### src/rtl/nand_seq_pkg.sv
package nand_seq_pkg;

  localparam logic [2:0] RA_CMD  = 3'd0;
  localparam logic [2:0] RA_OP1  = 3'd1;
  localparam logic [2:0] RA_OP2  = 3'd2;
  localparam logic [2:0] RA_ALO  = 3'd3;
  localparam logic [2:0] RA_AHI  = 3'd4;
  localparam logic [2:0] RA_STAT = 3'd5;
  localparam logic [2:0] RA_IRQ  = 3'd6;
  localparam logic [2:0] RA_RESP = 3'd7;

  typedef enum logic [2:0] {
    PH_IDLE, PH_CMD1, PH_ADDR, PH_CMD2, PH_WLO, PH_WHI, PH_DATA, PH_FIN
  } phase_e;

  typedef struct packed {
    logic       cle_en;
    logic       ale_en;
    logic       sec_en;
    logic       rx_en;
    logic [2:0] nadr;
    logic [1:0] xsz;
  } cmd_t;

  function automatic cmd_t unpack_cmd(input logic [31:0] w);
    cmd_t c;
    c.cle_en = w[30];
    c.ale_en = w[29];
    c.sec_en = w[28];
    c.rx_en  = w[27];
    c.nadr   = w[18:16];
    c.xsz    = w[1:0];
    return c;
  endfunction

  function automatic logic [31:0] pack_cmd(input logic go, input cmd_t c);
    logic [31:0] w;
    w = '0;
    w[31] = go;
    w[30] = c.cle_en;
    w[29] = c.ale_en;
    w[28] = c.sec_en;
    w[27] = c.rx_en;
    w[18:16] = c.nadr;
    w[1:0] = c.xsz;
    return w;
  endfunction

  // byte k of the 64-bit address image, low word first
  function automatic logic [7:0] addr_byte(input logic [31:0] lo, input logic [31:0] hi,
                                           input logic [2:0] k);
    logic [63:0] img;
    img = {hi, lo};
    return img[{k, 3'b000} +: 8];
  endfunction

  function automatic logic [31:0] put_byte(input logic [31:0] r, input logic [1:0] k,
                                           input logic [7:0] b);
    logic [31:0] o;
    o = r;
    o[{k, 3'b000} +: 8] = b;
    return o;
  endfunction

endpackage

### src/rtl/nand_seq_strobe.sv
module nand_seq_strobe #(
  parameter int unsigned T_WE_LO = 3,
  parameter int unsigned T_WE_HI = 2,
  parameter int unsigned T_RE_LO = 3,
  parameter int unsigned T_RE_HI = 2
) (
  input  logic clk,
  input  logic rst_n,
  input  logic start,
  input  logic rd,
  output logic idle,
  output logic done,
  output logic sample,
  output logic we_n,
  output logic re_n
);
  localparam int unsigned MAX_W = (T_WE_LO > T_WE_HI) ? T_WE_LO : T_WE_HI;
  localparam int unsigned MAX_R = (T_RE_LO > T_RE_HI) ? T_RE_LO : T_RE_HI;
  localparam int unsigned MAX_T = (MAX_W > MAX_R) ? MAX_W : MAX_R;
  localparam int unsigned CW    = $clog2(MAX_T + 1);

  typedef enum logic [1:0] {SB_IDLE, SB_LO, SB_HI} sb_e;

  sb_e           st;
  logic [CW-1:0] cnt;
  logic          rd_q;
  logic          cnt_zero;

  assign cnt_zero = (cnt == '0);

  always_ff @(posedge clk or negedge rst_n) begin
    if (!rst_n) begin
      st   <= SB_IDLE;
      cnt  <= '0;
      rd_q <= 1'b0;
    end else begin
      case (st)
        SB_IDLE: if (start) begin
          st   <= SB_LO;
          rd_q <= rd;
          cnt  <= rd ? CW'(T_RE_LO - 1) : CW'(T_WE_LO - 1);
        end
        SB_LO: if (cnt_zero) begin
          st  <= SB_HI;
          cnt <= rd_q ? CW'(T_RE_HI - 1) : CW'(T_WE_HI - 1);
        end else cnt <= cnt - 1'b1;
        SB_HI: if (cnt_zero) st <= SB_IDLE;
               else cnt <= cnt - 1'b1;
        default: st <= SB_IDLE;
      endcase
    end
  end

  assign idle   = (st == SB_IDLE);
  assign done   = (st == SB_HI) && cnt_zero;
  assign sample = (st == SB_LO) && cnt_zero && rd_q;
  assign we_n   = !((st == SB_LO) && !rd_q);
  assign re_n   = !((st == SB_LO) && rd_q);

  AST_START_WHEN_IDLE: assert property (@(posedge clk) disable iff (!rst_n)
    start |-> idle);
  AST_LO_HOLDS: assert property (@(posedge clk) disable iff (!rst_n)
    (!we_n && !cnt_zero) |=> !we_n);

endmodule

### src/rtl/nand_seq_regs.sv
module nand_seq_regs
  import nand_seq_pkg::*;
(
  input  logic        clk,
  input  logic        rst_n,
  input  logic        bus_wr,
  input  logic [2:0]  bus_addr,
  input  logic [31:0] bus_wdata,
  output logic [31:0] bus_rdata,
  input  logic        busy,
  input  logic        done_pulse,
  input  logic        ready,
  input  logic        resp_we,
  input  logic [1:0]  resp_idx,
  input  logic [7:0]  resp_byte,
  output logic        go_pulse,
  output cmd_t        cmd,
  output logic [7:0]  op1,
  output logic [7:0]  op2,
  output logic [31:0] adr_lo,
  output logic [31:0] adr_hi,
  output logic        irq
);
  logic        cfg_wr;
  logic [31:0] resp_q;
  logic        irq_clr;

  assign cfg_wr   = bus_wr && !busy;
  assign go_pulse = cfg_wr && (bus_addr == RA_CMD) && bus_wdata[31];
  assign irq_clr  = bus_wr && (bus_addr == RA_IRQ) && bus_wdata[0];

  always_ff @(posedge clk or negedge rst_n) begin
    if (!rst_n) begin
      cmd    <= '0;
      op1    <= '0;
      op2    <= '0;
      adr_lo <= '0;
      adr_hi <= '0;
    end else if (cfg_wr) begin
      case (bus_addr)
        RA_CMD: cmd    <= unpack_cmd(bus_wdata);
        RA_OP1: op1    <= bus_wdata[7:0];
        RA_OP2: op2    <= bus_wdata[7:0];
        RA_ALO: adr_lo <= bus_wdata;
        RA_AHI: adr_hi <= bus_wdata;
        default: ;
      endcase
    end
  end

  always_ff @(posedge clk or negedge rst_n) begin
    if (!rst_n) resp_q <= '0;
    else if (go_pulse) resp_q <= '0;
    else if (resp_we) resp_q <= put_byte(resp_q, resp_idx, resp_byte);
  end

  always_ff @(posedge clk or negedge rst_n) begin
    if (!rst_n) irq <= 1'b0;
    else if (done_pulse) irq <= 1'b1;
    else if (irq_clr) irq <= 1'b0;
  end

  always_comb begin
    case (bus_addr)
      RA_CMD:  bus_rdata = pack_cmd(busy, cmd);
      RA_OP1:  bus_rdata = {24'b0, op1};
      RA_OP2:  bus_rdata = {24'b0, op2};
      RA_ALO:  bus_rdata = adr_lo;
      RA_AHI:  bus_rdata = adr_hi;
      RA_STAT: bus_rdata = {31'b0, ready};
      RA_IRQ:  bus_rdata = {31'b0, irq};
      default: bus_rdata = resp_q;
    endcase
  end

  AST_CFG_FROZEN: assert property (@(posedge clk) disable iff (!rst_n)
    busy |=> ($stable(cmd) && $stable(adr_lo) && $stable(adr_hi) && $stable(op1)));
  AST_IRQ_W1C: assert property (@(posedge clk) disable iff (!rst_n)
    (irq_clr && !done_pulse) |=> !irq);
  AST_IRQ_SETS: assert property (@(posedge clk) disable iff (!rst_n)
    done_pulse |=> irq);

endmodule

### src/rtl/nand_seq_ctrl.sv
module nand_seq_ctrl
  import nand_seq_pkg::*;
#(
  parameter int unsigned BUSY_TIMEOUT = 1000
) (
  input  logic        clk,
  input  logic        rst_n,
  input  logic        go,
  input  cmd_t        cmd,
  input  logic [7:0]  op1,
  input  logic [7:0]  op2,
  input  logic [31:0] adr_lo,
  input  logic [31:0] adr_hi,
  input  logic        ready,
  input  logic [7:0]  io_in,
  input  logic        s_idle,
  input  logic        s_done,
  input  logic        s_sample,
  output logic        s_start,
  output logic        s_rd,
  output logic        running,
  output logic        done_pulse,
  output logic        resp_we,
  output logic [1:0]  resp_idx,
  output logic [7:0]  resp_byte,
  output logic        cle,
  output logic        ale,
  output logic [7:0]  io_out,
  output logic        io_oe
);
  localparam int unsigned TW = $clog2(BUSY_TIMEOUT + 1);

  phase_e        ph;
  logic          launched;
  logic [2:0]    idx;
  logic [TW-1:0] tmo;
  logic          tmo_hit;

  assign tmo_hit = (tmo == TW'(BUSY_TIMEOUT - 1));

  function automatic phase_e after_wait(input cmd_t c);
    return c.rx_en ? PH_DATA : PH_FIN;
  endfunction

  function automatic phase_e after_addr(input cmd_t c);
    return c.sec_en ? PH_CMD2 : after_wait(c);
  endfunction

  function automatic phase_e after_cmd1(input cmd_t c);
    return (c.ale_en && (c.nadr != 3'd0)) ? PH_ADDR : after_addr(c);
  endfunction

  assign s_start = !launched && s_idle &&
                   (((ph == PH_CMD1) && cmd.cle_en) || (ph == PH_ADDR) ||
                    (ph == PH_CMD2) || (ph == PH_DATA));
  assign s_rd = (ph == PH_DATA);

  always_ff @(posedge clk or negedge rst_n) begin
    if (!rst_n) begin
      ph       <= PH_IDLE;
      launched <= 1'b0;
      idx      <= '0;
      tmo      <= '0;
    end else begin
      if (s_start) launched <= 1'b1;
      else if (s_done) launched <= 1'b0;
      case (ph)
        PH_IDLE: if (go) begin
          ph  <= PH_CMD1;
          idx <= '0;
        end
        PH_CMD1: if (!cmd.cle_en || s_done) ph <= after_cmd1(cmd);
        PH_ADDR: if (s_done) begin
          if (idx == cmd.nadr - 3'd1) begin
            idx <= '0;
            ph  <= after_addr(cmd);
          end else idx <= idx + 3'd1;
        end
        PH_CMD2: if (s_done) begin
          ph  <= PH_WLO;
          tmo <= '0;
        end
        PH_WLO: begin
          if (!ready) begin
            ph  <= PH_WHI;
            tmo <= '0;
          end else if (tmo_hit) ph <= after_wait(cmd);
          else tmo <= tmo + 1'b1;
        end
        PH_WHI: begin
          if (ready || tmo_hit) ph <= after_wait(cmd);
          else tmo <= tmo + 1'b1;
        end
        PH_DATA: if (s_done) begin
          if (idx[1:0] == cmd.xsz) begin
            idx <= '0;
            ph  <= PH_FIN;
          end else idx <= idx + 3'd1;
        end
        PH_FIN: ph <= PH_IDLE;
        default: ph <= PH_IDLE;
      endcase
    end
  end

  assign running    = (ph != PH_IDLE);
  assign done_pulse = (ph == PH_FIN);
  assign resp_we    = s_sample;
  assign resp_idx   = idx[1:0];
  assign resp_byte  = io_in;
  assign cle        = ((ph == PH_CMD1) && cmd.cle_en) || (ph == PH_CMD2);
  assign ale        = (ph == PH_ADDR);
  assign io_oe      = cle || ale;

  always_comb begin
    case (ph)
      PH_CMD1: io_out = op1;
      PH_CMD2: io_out = op2;
      PH_ADDR: io_out = addr_byte(adr_lo, adr_hi, idx);
      default: io_out = 8'h00;
    endcase
  end

  AST_CLE_ALE_EXCL: assert property (@(posedge clk) disable iff (!rst_n)
    !(cle && ale));
  AST_IDLE_NO_STROBE: assert property (@(posedge clk) disable iff (!rst_n)
    (ph == PH_IDLE) |-> s_idle);
  AST_DONE_CLEARS_GO: assert property (@(posedge clk) disable iff (!rst_n)
    done_pulse |=> !running);
  AST_SAMPLE_IN_DATA: assert property (@(posedge clk) disable iff (!rst_n)
    s_sample |-> (ph == PH_DATA));

endmodule

### src/rtl/nand_seq.sv
module nand_seq
  import nand_seq_pkg::*;
#(
  parameter int unsigned T_WE_LO      = 3,
  parameter int unsigned T_WE_HI      = 2,
  parameter int unsigned T_RE_LO      = 3,
  parameter int unsigned T_RE_HI      = 2,
  parameter int unsigned BUSY_TIMEOUT = 1000
) (
  input  logic        clk,
  input  logic        rst_n,
  input  logic        bus_wr,
  input  logic [2:0]  bus_addr,
  input  logic [31:0] bus_wdata,
  output logic [31:0] bus_rdata,
  output logic        done_irq,
  output logic        nand_ce_n,
  output logic        nand_cle,
  output logic        nand_ale,
  output logic        nand_we_n,
  output logic        nand_re_n,
  output logic [7:0]  nand_io_out,
  output logic        nand_io_oe,
  input  logic [7:0]  nand_io_in,
  input  logic        nand_rb
);
  logic [1:0]  rb_sync;
  logic        ready;
  logic        go_pulse, busy, done_pulse;
  logic        resp_we;
  logic [1:0]  resp_idx;
  logic [7:0]  resp_byte;
  cmd_t        cmd;
  logic [7:0]  op1, op2;
  logic [31:0] adr_lo, adr_hi;
  logic        s_start, s_rd, s_idle, s_done, s_sample;

  always_ff @(posedge clk or negedge rst_n) begin
    if (!rst_n) rb_sync <= 2'b00;
    else rb_sync <= {rb_sync[0], nand_rb};
  end
  assign ready = rb_sync[1];

  nand_seq_regs u_regs (
    .clk(clk), .rst_n(rst_n), .bus_wr(bus_wr), .bus_addr(bus_addr),
    .bus_wdata(bus_wdata), .bus_rdata(bus_rdata), .busy(busy),
    .done_pulse(done_pulse), .ready(ready), .resp_we(resp_we),
    .resp_idx(resp_idx), .resp_byte(resp_byte), .go_pulse(go_pulse),
    .cmd(cmd), .op1(op1), .op2(op2), .adr_lo(adr_lo), .adr_hi(adr_hi),
    .irq(done_irq)
  );

  nand_seq_ctrl #(.BUSY_TIMEOUT(BUSY_TIMEOUT)) u_ctrl (
    .clk(clk), .rst_n(rst_n), .go(go_pulse), .cmd(cmd), .op1(op1), .op2(op2),
    .adr_lo(adr_lo), .adr_hi(adr_hi), .ready(ready), .io_in(nand_io_in),
    .s_idle(s_idle), .s_done(s_done), .s_sample(s_sample), .s_start(s_start),
    .s_rd(s_rd), .running(busy), .done_pulse(done_pulse), .resp_we(resp_we),
    .resp_idx(resp_idx), .resp_byte(resp_byte), .cle(nand_cle), .ale(nand_ale),
    .io_out(nand_io_out), .io_oe(nand_io_oe)
  );

  nand_seq_strobe #(
    .T_WE_LO(T_WE_LO), .T_WE_HI(T_WE_HI), .T_RE_LO(T_RE_LO), .T_RE_HI(T_RE_HI)
  ) u_strobe (
    .clk(clk), .rst_n(rst_n), .start(s_start), .rd(s_rd), .idle(s_idle),
    .done(s_done), .sample(s_sample), .we_n(nand_we_n), .re_n(nand_re_n)
  );

  assign nand_ce_n = !busy;

  AST_NO_STROBE_CE_HIGH: assert property (@(posedge clk) disable iff (!rst_n)
    nand_ce_n |-> (nand_we_n && nand_re_n));

endmodule

### config.mk
export PLATFORM = sky130hd
export DESIGN_NAME = nand_seq
export DESIGN_NICKNAME = d
export VERILOG_FILES = /design/src/rtl/nand_seq_pkg.sv /design/src/rtl/nand_seq_strobe.sv /design/src/rtl/nand_seq_regs.sv /design/src/rtl/nand_seq_ctrl.sv /design/src/rtl/nand_seq.sv
export SDC_FILE = /design/constraint.sdc
export NUM_CORES = 1
export LEC_CHECK = 0
export BUFFER_PORTS_ARGS = -buffer_cell sky130_fd_sc_hd__buf_2
export CAP_MARGIN = 40
export CELL_PAD_IN_SITES_DETAIL_PLACEMENT = 1
export CELL_PAD_IN_SITES_GLOBAL_PLACEMENT = 2
export CORE_MARGIN = 3
export CORE_UTILIZATION = 35
export DETAILED_ROUTE_END_ITERATION = 10
export PLACE_DENSITY = 0.83
export SLEW_MARGIN = 15
export SYNTH_ARGS = -nofsm -noshare
export SYNTH_HDL_FRONTEND = slang
export SYNTH_SLANG_ARGS = --single-unit
### constraint.sdc
create_clock -name clk -period 2.05 [get_ports clk]
set_input_delay 0.205 -clock clk [delete_from_list [all_inputs] [get_ports clk]]
set_output_delay 0.205 -clock clk [all_outputs]
set_load 0.01 [all_outputs]
==> impl_metrics.json, run 1 <==
{
  "outcome": "finished, violations left",
  "violations": "setup timing",
  "overflow": 0,
  "initial_core_util_pct": 36.0,
  "htreeDepth": 4,
  "layout.nets": 918,
  "postLayoutCellArea_mm2": 0.00989,
  "cts_root_buf": "clkbuf_16",
  "coreArea_mm2": 0.0220,
  "p_leak_nw": 4.56,
  "insertion_delay_ns": 0.43,
  "dieArea_mm2": 0.0245,
  "port_buffers": 93,
  "synthArstFlopShare_pct": 100,
  "cts_buffers": 17,
  "die_h_um": 157,
  "cap_viol_max_count": 0,
  "worst_slack_ns": -0.303,
  "power_density_mw_per_mm2": 1270,
  "path_delay_family": "multiplexers",
  "antenna_found_initial": 0,
  "cp_slowest_stage_delay_ns": 0.48,
  "ys_ff_latch": 146,
  "num_rows": 54,
  "setup_viol": 10,
  "cp_data_arrival_time_ns": 2.15,
  "num_vias": 6401,
  "die_width_um": 157,
  "worst_slew_pin_slew_ns": 0.678,
  "finalPower_mw": 12.5,
  "routed_wl_mm": 25.9,
  "dp_slack_ns": 0.0423,
  "relSlewSlack_pct": 54.5,
  "fin_crit_ns": 2.35,
  "rsz0062_at_grt": "true",
  "drt-pass1-iter-count": 5,
  "max-clock-path-buffers": 2,
  "worstSetupStartpointType": "flop",
  "place_area_mm2": 0.00898,
  "drt_iter0_markers": 326,
  "avgSynthCellArea_um2": 11.0,
  "final_util_pct": 44.9,
  "io_pins": 94,
  "fin_crit_sh_pct": 115,
  "critPathSlowestCell": "mux4_2",
  "syn_inst": 720,
  "cts_tree": "done",
  "hold_start": "bus_wdata[15]",
  "fin_skew_ns": 0.0127,
  "ir_worst_vdd_v": 0.000524,
  "syn_area_mm2": 0.00794,
  "yosys_most_used_dff": "dfrtp_1",
  "finalHoldViolCount": 0,
  "drc": 0,
  "routedWlPerCell_um": 22.5,
  "antenna_left": 0,
  "synth_nets": 783,
  "crit_chain": "buf_4 -> buf_6 -> mux4_2 -> mux2_4 -> nand2_2 -> a31oi_1 -> buf_2",
  "viasPerCell": 5.58,
  "critPathBufInv": 3,
  "yosysSeqAreaShare_pct": 46.0,
  "antenna_cells": 0,
  "place_congestion": 0.828,
  "grt_pass1_vias": 6780,
  "critical_path_class": "flop to primary output",
  "crit_start": "u_ctrl.idx[0]",
  "placed_cells": 1097,
  "fillers": 2378,
  "worstHoldPathType": "primary input to flop",
  "final_cell_count_no_fill": 1148,
  "grt_pass1_wl_mm": 40.2,
  "grt_max_degree": 54,
  "worstPathRequired_ns": 1.85,
  "synth.distinct_cells": 59,
  "fmax_mhz": 425,
  "track_usage_pct": 21.5,
  "rr_startpoint": "u_ctrl.idx[0]",
  "drive_gt1_share_pct": 34.8,
  "areaGrowthSynthToFinish_pct": 24.7,
  "cp_max_fo": 4,
  "end_kind": "primary output",
  "slew_viol_final": 0,
  "clkSinkCount": 146,
  "ys_warn_count": 0,
  "clk_pin_slew_worst_paths_ns": 0.06,
  "synth-edff-count": 0,
  "hpwl_mm": 18.9
}
==> what timing repair did <==
| action | in CTS | in global routing |
|---|---|---|
| gates cloned | 0 | 0 |
| setup buffers | 4 | 4 |
| gates resized for setup | 20 | 19 |
| hold endpoints to repair | 56 | 0 |
| hold buffers | 11 | 0 |
| pin swaps | 4 | 5 |
| endpoints found under the setup margin | 10 | 50 |
==> power by group <==
group          internal [mW]  total (mW)  switching, mW  leakage (nW)
logic                   2.24        4.42           2.18          2.42
clock network           1.74        3.09           1.35         0.276
registers               3.90        5.02           1.12          1.86
==> routing by layer <==
layer	share of wire, %	GRT usage (%)	vias up	wire [µm]
met5	0	0	-	0
met4	1.5	5.79	0	393
met3	4.4	4.09	26	1150
met2	47	34.6	166	12300
met1	47	29.9	3303	12100
li1	-	-	2906	-
==> metrics by stage <==
step / hold WS [ns] / TNS [ns]
final: 0.0133 / -2.34
after global routing: 0.0140 / -3.21
after CTS: 0.0000747 / -2.16
after detailed placement: 0.176 / 0
after global placement: 0.171 / 0
after floorplan: -0.0906 / 0
==> Yosys cell counts, drive strengths merged, types with 2 or more instances <==
| cell type | number | area, µm² |
|---|---|---|
| mux2i | 35 | 350 |
| or3 | 2 | 12.5 |
| a21oi | 22 | 110 |
| dfrtp | 146 | 3650 |
| a21o | 2 | 15.0 |
| o21a | 2 | 15.0 |
| nand4 | 3 | 18.8 |
| a32o | 2 | 20.0 |
| nor2b | 11 | 68.8 |
| and4 | 2 | 17.5 |
| o31ai | 3 | 22.5 |
| and3 | 2 | 12.5 |
| nand2b | 6 | 37.5 |
| o21ai | 43 | 215 |
| buf | 26 | 128 |
| inv | 14 | 52.6 |
| mux2 | 106 | 1190 |
| ha | 16 | 200 |
| and2 | 4 | 25.0 |
| nor3 | 5 | 41.3 |
| xnor2 | 7 | 61.3 |
| nand3 | 33 | 175 |
| a221oi | 11 | 96.3 |
| mux4 | 16 | 360 |
| nand2 | 79 | 299 |
| nor2 | 38 | 145 |
| or2 | 3 | 18.8 |
| a31oi | 13 | 81.3 |
| o211ai | 2 | 15.0 |
| clkbuf | 18 | 68.8 |
| nor4b | 3 | 56.3 |
| o22ai | 10 | 62.6 |
| a22oi | 21 | 158 |
==> final timing paths <==
path                            depth (start not counted)           endpoint  slack, ns
worst max-delay path                                    7     nand_io_out[0]      -0.30
worst min-delay path                                    2  u_regs.adr_lo[15]       0.01
worst max register to register                         10      u_ctrl.idx[0]      -0.12
worst min register to register                          0         rb_sync[1]       0.36
max in group asynchronous                               3  u_regs.adr_hi[12]       1.08
min in group asynchronous                               2      u_ctrl.tmo[3]       0.27
==> worst reg2reg max path, stage by stage, from the launching register on <==
cell     delay, ns
dfrtp_2       0.45
buf_4         0.15
buf_6         0.12
buf_4         0.16
buf_4         0.14
xnor2_1       0.12
a31oi_1       0.18
o41ai_2       0.13
buf_4         0.17
or3_1         0.36
o21ai_1       0.11
==> flip-flops by register name, summed over array words and instances (netlist names), 2 cells and up <==
| register | cells |
|---|---|
| u_regs.adr_hi | 32 |
| u_regs.resp_q | 32 |
| u_strobe.cnt | 2 |
| u_regs.cmd | 9 |
| u_regs.op2 | 8 |
| u_ctrl.ph | 3 |
| u_ctrl.tmo | 10 |
| u_strobe.st | 2 |
| rb_sync | 2 |
| u_regs.op1 | 8 |
| u_ctrl.idx | 3 |
| u_regs.adr_lo | 32 |
==> final cells by class <==
class / instances / area (µm²) / share of cell area, %
Clock buffer: 18 / 439 / 4.44
Clock inverter: 14 / 148 / 1.49
Inverter: 15 / 58.8 / 0.594
Multi-Input combinational cell: 515 / 4150 / 42.0
Sequential cell: 146 / 3650 / 36.9
Tap cell: 280 / 350 / 3.54
Timing Repair Buffer: 160 / 1090 / 11.0
==> placed cells by master, fill, tap and decap left out, types with 13 or more instances in the layout <==
cell         n
a21oi_1     22
a22oi_1     21
buf_2       92
buf_4       44
clkbuf_16   17
dfrtp_1    145
ha_1        13
inv_1       13
mux2_1      32
mux2_2      66
mux2i_1     35
mux4_2      16
nand2_1     71
nand3_1     31
nor2_1      37
o21ai_0     42
==> cell families after synthesis <==
| kind of cell | after synthesis | share of synthesized area, % |
|---|---|---|
| fa+ha+maj | 16 | 2.52 |
| mux | 157 | 24.0 |
| compound gates | 139 | 11.2 |
| buf+inv | 59 | 3.18 |
| xor+xnor | 7 | 0.773 |
| flops | 146 | 46.0 |
| simple gates | 196 | 12.3 |
Power figures use the tool's default switching activity.
==> run 2, diff against run 1 <==
--- a/config.mk
+++ b/config.mk
@@ -11,8 +11,10 @@
 export CELL_PAD_IN_SITES_GLOBAL_PLACEMENT = 2
 export CORE_MARGIN = 3
 export CORE_UTILIZATION = 35
+export CTS_CLUSTER_DIAMETER = 50
 export DETAILED_ROUTE_END_ITERATION = 10
 export PLACE_DENSITY = 0.83
+export REMOVE_ABC_BUFFERS = 1
 export SLEW_MARGIN = 15
 export SYNTH_ARGS = -nofsm -noshare
 export SYNTH_HDL_FRONTEND = slang
==> impl_metrics.json, run 2 (synthesis gave the netlist of run 1 again) <==
{
  "finalPower_mw": 12.4,
  "hold_start": "bus_wdata[14]",
  "cp_slowest_stage_delay_ns": 0.50,
  "routedWlPerCell_um": 22.6,
  "worstHoldPathType": "primary input to flop",
  "min_to": "u_regs.adr_lo[14]",
  "track_usage_pct": 21.8,
  "num_rows": 54,
  "crit_chain": "buf_12 -> mux4_2 -> mux2_4 -> nand2_2 -> a31oi_2 -> buf_2",
  "antenna_found_initial": 0,
  "routed_wl_mm": 26.2,
  "critPathSlowestCell": "mux4_2",
  "cp_max_fo": 11,
  "max-clock-path-buffers": 2,
  "drive_gt1_share_pct": 35.1,
  "cp_data_arrival_time_ns": 2.17,
  "drt-pass1-iter-count": 5,
  "num_vias": 6467,
  "place_area_mm2": 0.00905,
  "port_buffers": 93,
  "fin_skew_ns": 0.0156,
  "violations": "setup timing",
  "worstSetupStartpointType": "flop",
  "io_pins": 94,
  "whs_path_depth": 2,
  "grt_pass1_wl_mm": 40.7,
  "fmax_mhz": 420,
  "grt_pass1_vias": 6879,
  "cts_buffers": 17,
  "areaGrowthSynthToFinish_pct": 25.1,
  "path_delay_family": "multiplexers",
  "postLayoutCellArea_mm2": 0.00992,
  "finalHoldViolCount": 0,
  "ir_worst_vdd_v": 0.000654,
  "layout_commonest_cell": "dfrtp_1",
  "hpwl_mm": 18.4,
  "fin_hold_ws_ns": 0.0178,
  "switchingPower_mw": 4.55,
  "top_layer_used": "met4",
  "insertion_delay_ns": 0.44,
  "internal-power_mw": 7.85,
  "worst_slew_pin_slew_ns": 0.578,
  "worstPathRequired_ns": 1.85,
  "fin_crit_ns": 2.38,
  "p_leak_nw": 4.60,
  "slew_viol_final": 0,
  "wl_met1_mm": 11.6,
  "final_util_pct": 45.1,
  "layout.nets": 927,
  "relSlewSlack_pct": 61.3,
  "viasPerCell": 5.59,
  "wl_met3_um": 898,
  "die_width_um": 157,
  "htreeDepth": 4,
  "clkSinkCount": 146,
  "grt_max_degree": 51,
  "coreArea_mm2": 0.0220,
  "setup_viol": 8,
  "clk_pin_slew_worst_paths_ns": 0.07,
  "cts_tree": "done",
  "cap_viol_max_count": 0,
  "power_density_mw_per_mm2": 1250,
  "drc": 0,
  "combPwrFrac_pct": 35.6,
  "critical_path_class": "flop to primary output",
  "placed_cells": 1106,
  "drt_iter0_markers": 286,
  "final_cell_count_no_fill": 1157,
  "critPathBufInv": 2,
  "cts_root_buf": "clkbuf_16",
  "p_clk_share_pct": 25.3,
  "overflow": 0,
  "worst_slack_ns": -0.329,
  "place_congestion": 0.833,
  "antenna_cells": 0,
  "antenna_left": 0,
  "dieArea_mm2": 0.0245,
  "seqPwrFrac_pct": 39.1,
  "rsz0062_at_grt": "true",
  "outcome": "finished, violations left",
  "fin_crit_sh_pct": 116,
  "reg2reg_depth": 7,
  "die_h_um": 157,
  "r2r_slack_ns": 0.08,
  "top_regs": "u_regs.adr_hi (32), u_regs.adr_lo (32), u_regs.resp_q (32)",
  "end_kind": "primary output",
  "p_sw_share_pct": 36.7,
  "layout_common_cells": "dfrtp_1 (143), buf_2 (91), nand2_1 (73), mux2_2 (70), buf_4 (54)",
  "rr_startpoint": "u_regs.cmd[3]",
  "r2r_end": "u_ctrl.ph[0]",
  "initial_core_util_pct": 36.0,
  "wl_met2_mm": 13.1
}
## run 2: cell types whose count changed in the layout (fill, tap and decap cells not counted), moves of 3 or more
| cell | change |
|---|---|
| buf_4 | +10 |
| buf_6 | -4 |
| dlygate4sd3_1 | +4 |
| mux2_2 | +4 |
| clkinvlp_4 | -3 |
| inv_8 | +3 |
| mux2_4 | -3 |
| nand2_2 | -3 |
## run 2: stage by stage
stage          TNS (ns)  setup WS [ns]
2_1_floorplan    -25.43         -0.525
3_3_place_gp          0          0.118
3_5_place_dp          0         0.0960
4_1_cts           -2.58         -0.349
5_1_grt           -2.99         -0.383
6_report          -2.38         -0.329
## run 2: timing repair
item                                   CTS  global route
pin swaps                                0             3
gates resized for setup                  8            22
endpoints found under the hold margin   63             0
cloned                                   0             0
setup endpoints to repair                8            37
hold buffers                            15             0
setup buffers                            1             3
## run 2: how the worst max path moves through the flow
stage	slack, ns	endpoint	depth (start not counted)	start
after global placement	0.12	nand_io_out[4]	6	u_ctrl.idx[0]
after detailed placement	0.1	nand_io_out[2]	6	u_ctrl.idx[0]
final	-0.33	nand_io_out[4]	6	u_ctrl.idx[0]
after floorplan	-0.52	u_regs.resp_q[25]	6	u_ctrl.idx[0]
after global routing	-0.38	nand_io_out[3]	6	u_ctrl.idx[0]
after CTS	-0.35	nand_io_out[2]	6	u_ctrl.idx[0]
## run 2: layout make-up
class | instances | area, µm²
Clock buffer | 17 | 425
Fill cell | 2439 | 12100
Timing Repair Buffer | 169 | 1160
Inverter | 15 | 56.3
Multi-Input combinational cell | 515 | 4120
Sequential cell | 146 | 3660
Tap cell | 280 | 350
Clock inverter | 15 | 160
## run 2: layer usage
layer / GRT usage [%] / up-vias
met5: 0 / -
met4: 6.71 / 0
met3: 3.93 / 37
met2: 36.6 / 156
met1: 28.7 / 3345
li1: - / 2929
## run 2: power by group through the flow
| stage | Sequential, mW | Combinational, mW | Clock (mW) |
|---|---|---|---|
| 3_5_place_dp | 4.86 | 4.17 | 0 |
| 4_1_cts | 4.83 | 4.31 | 3.20 |
| 2_1_floorplan | 4.60 | 2.62 | 0 |
| 5_1_grt | 4.98 | 4.85 | 3.35 |
| 6_report | 4.85 | 4.42 | 3.14 |
| 3_3_place_gp | 4.83 | 4.05 | 0 |
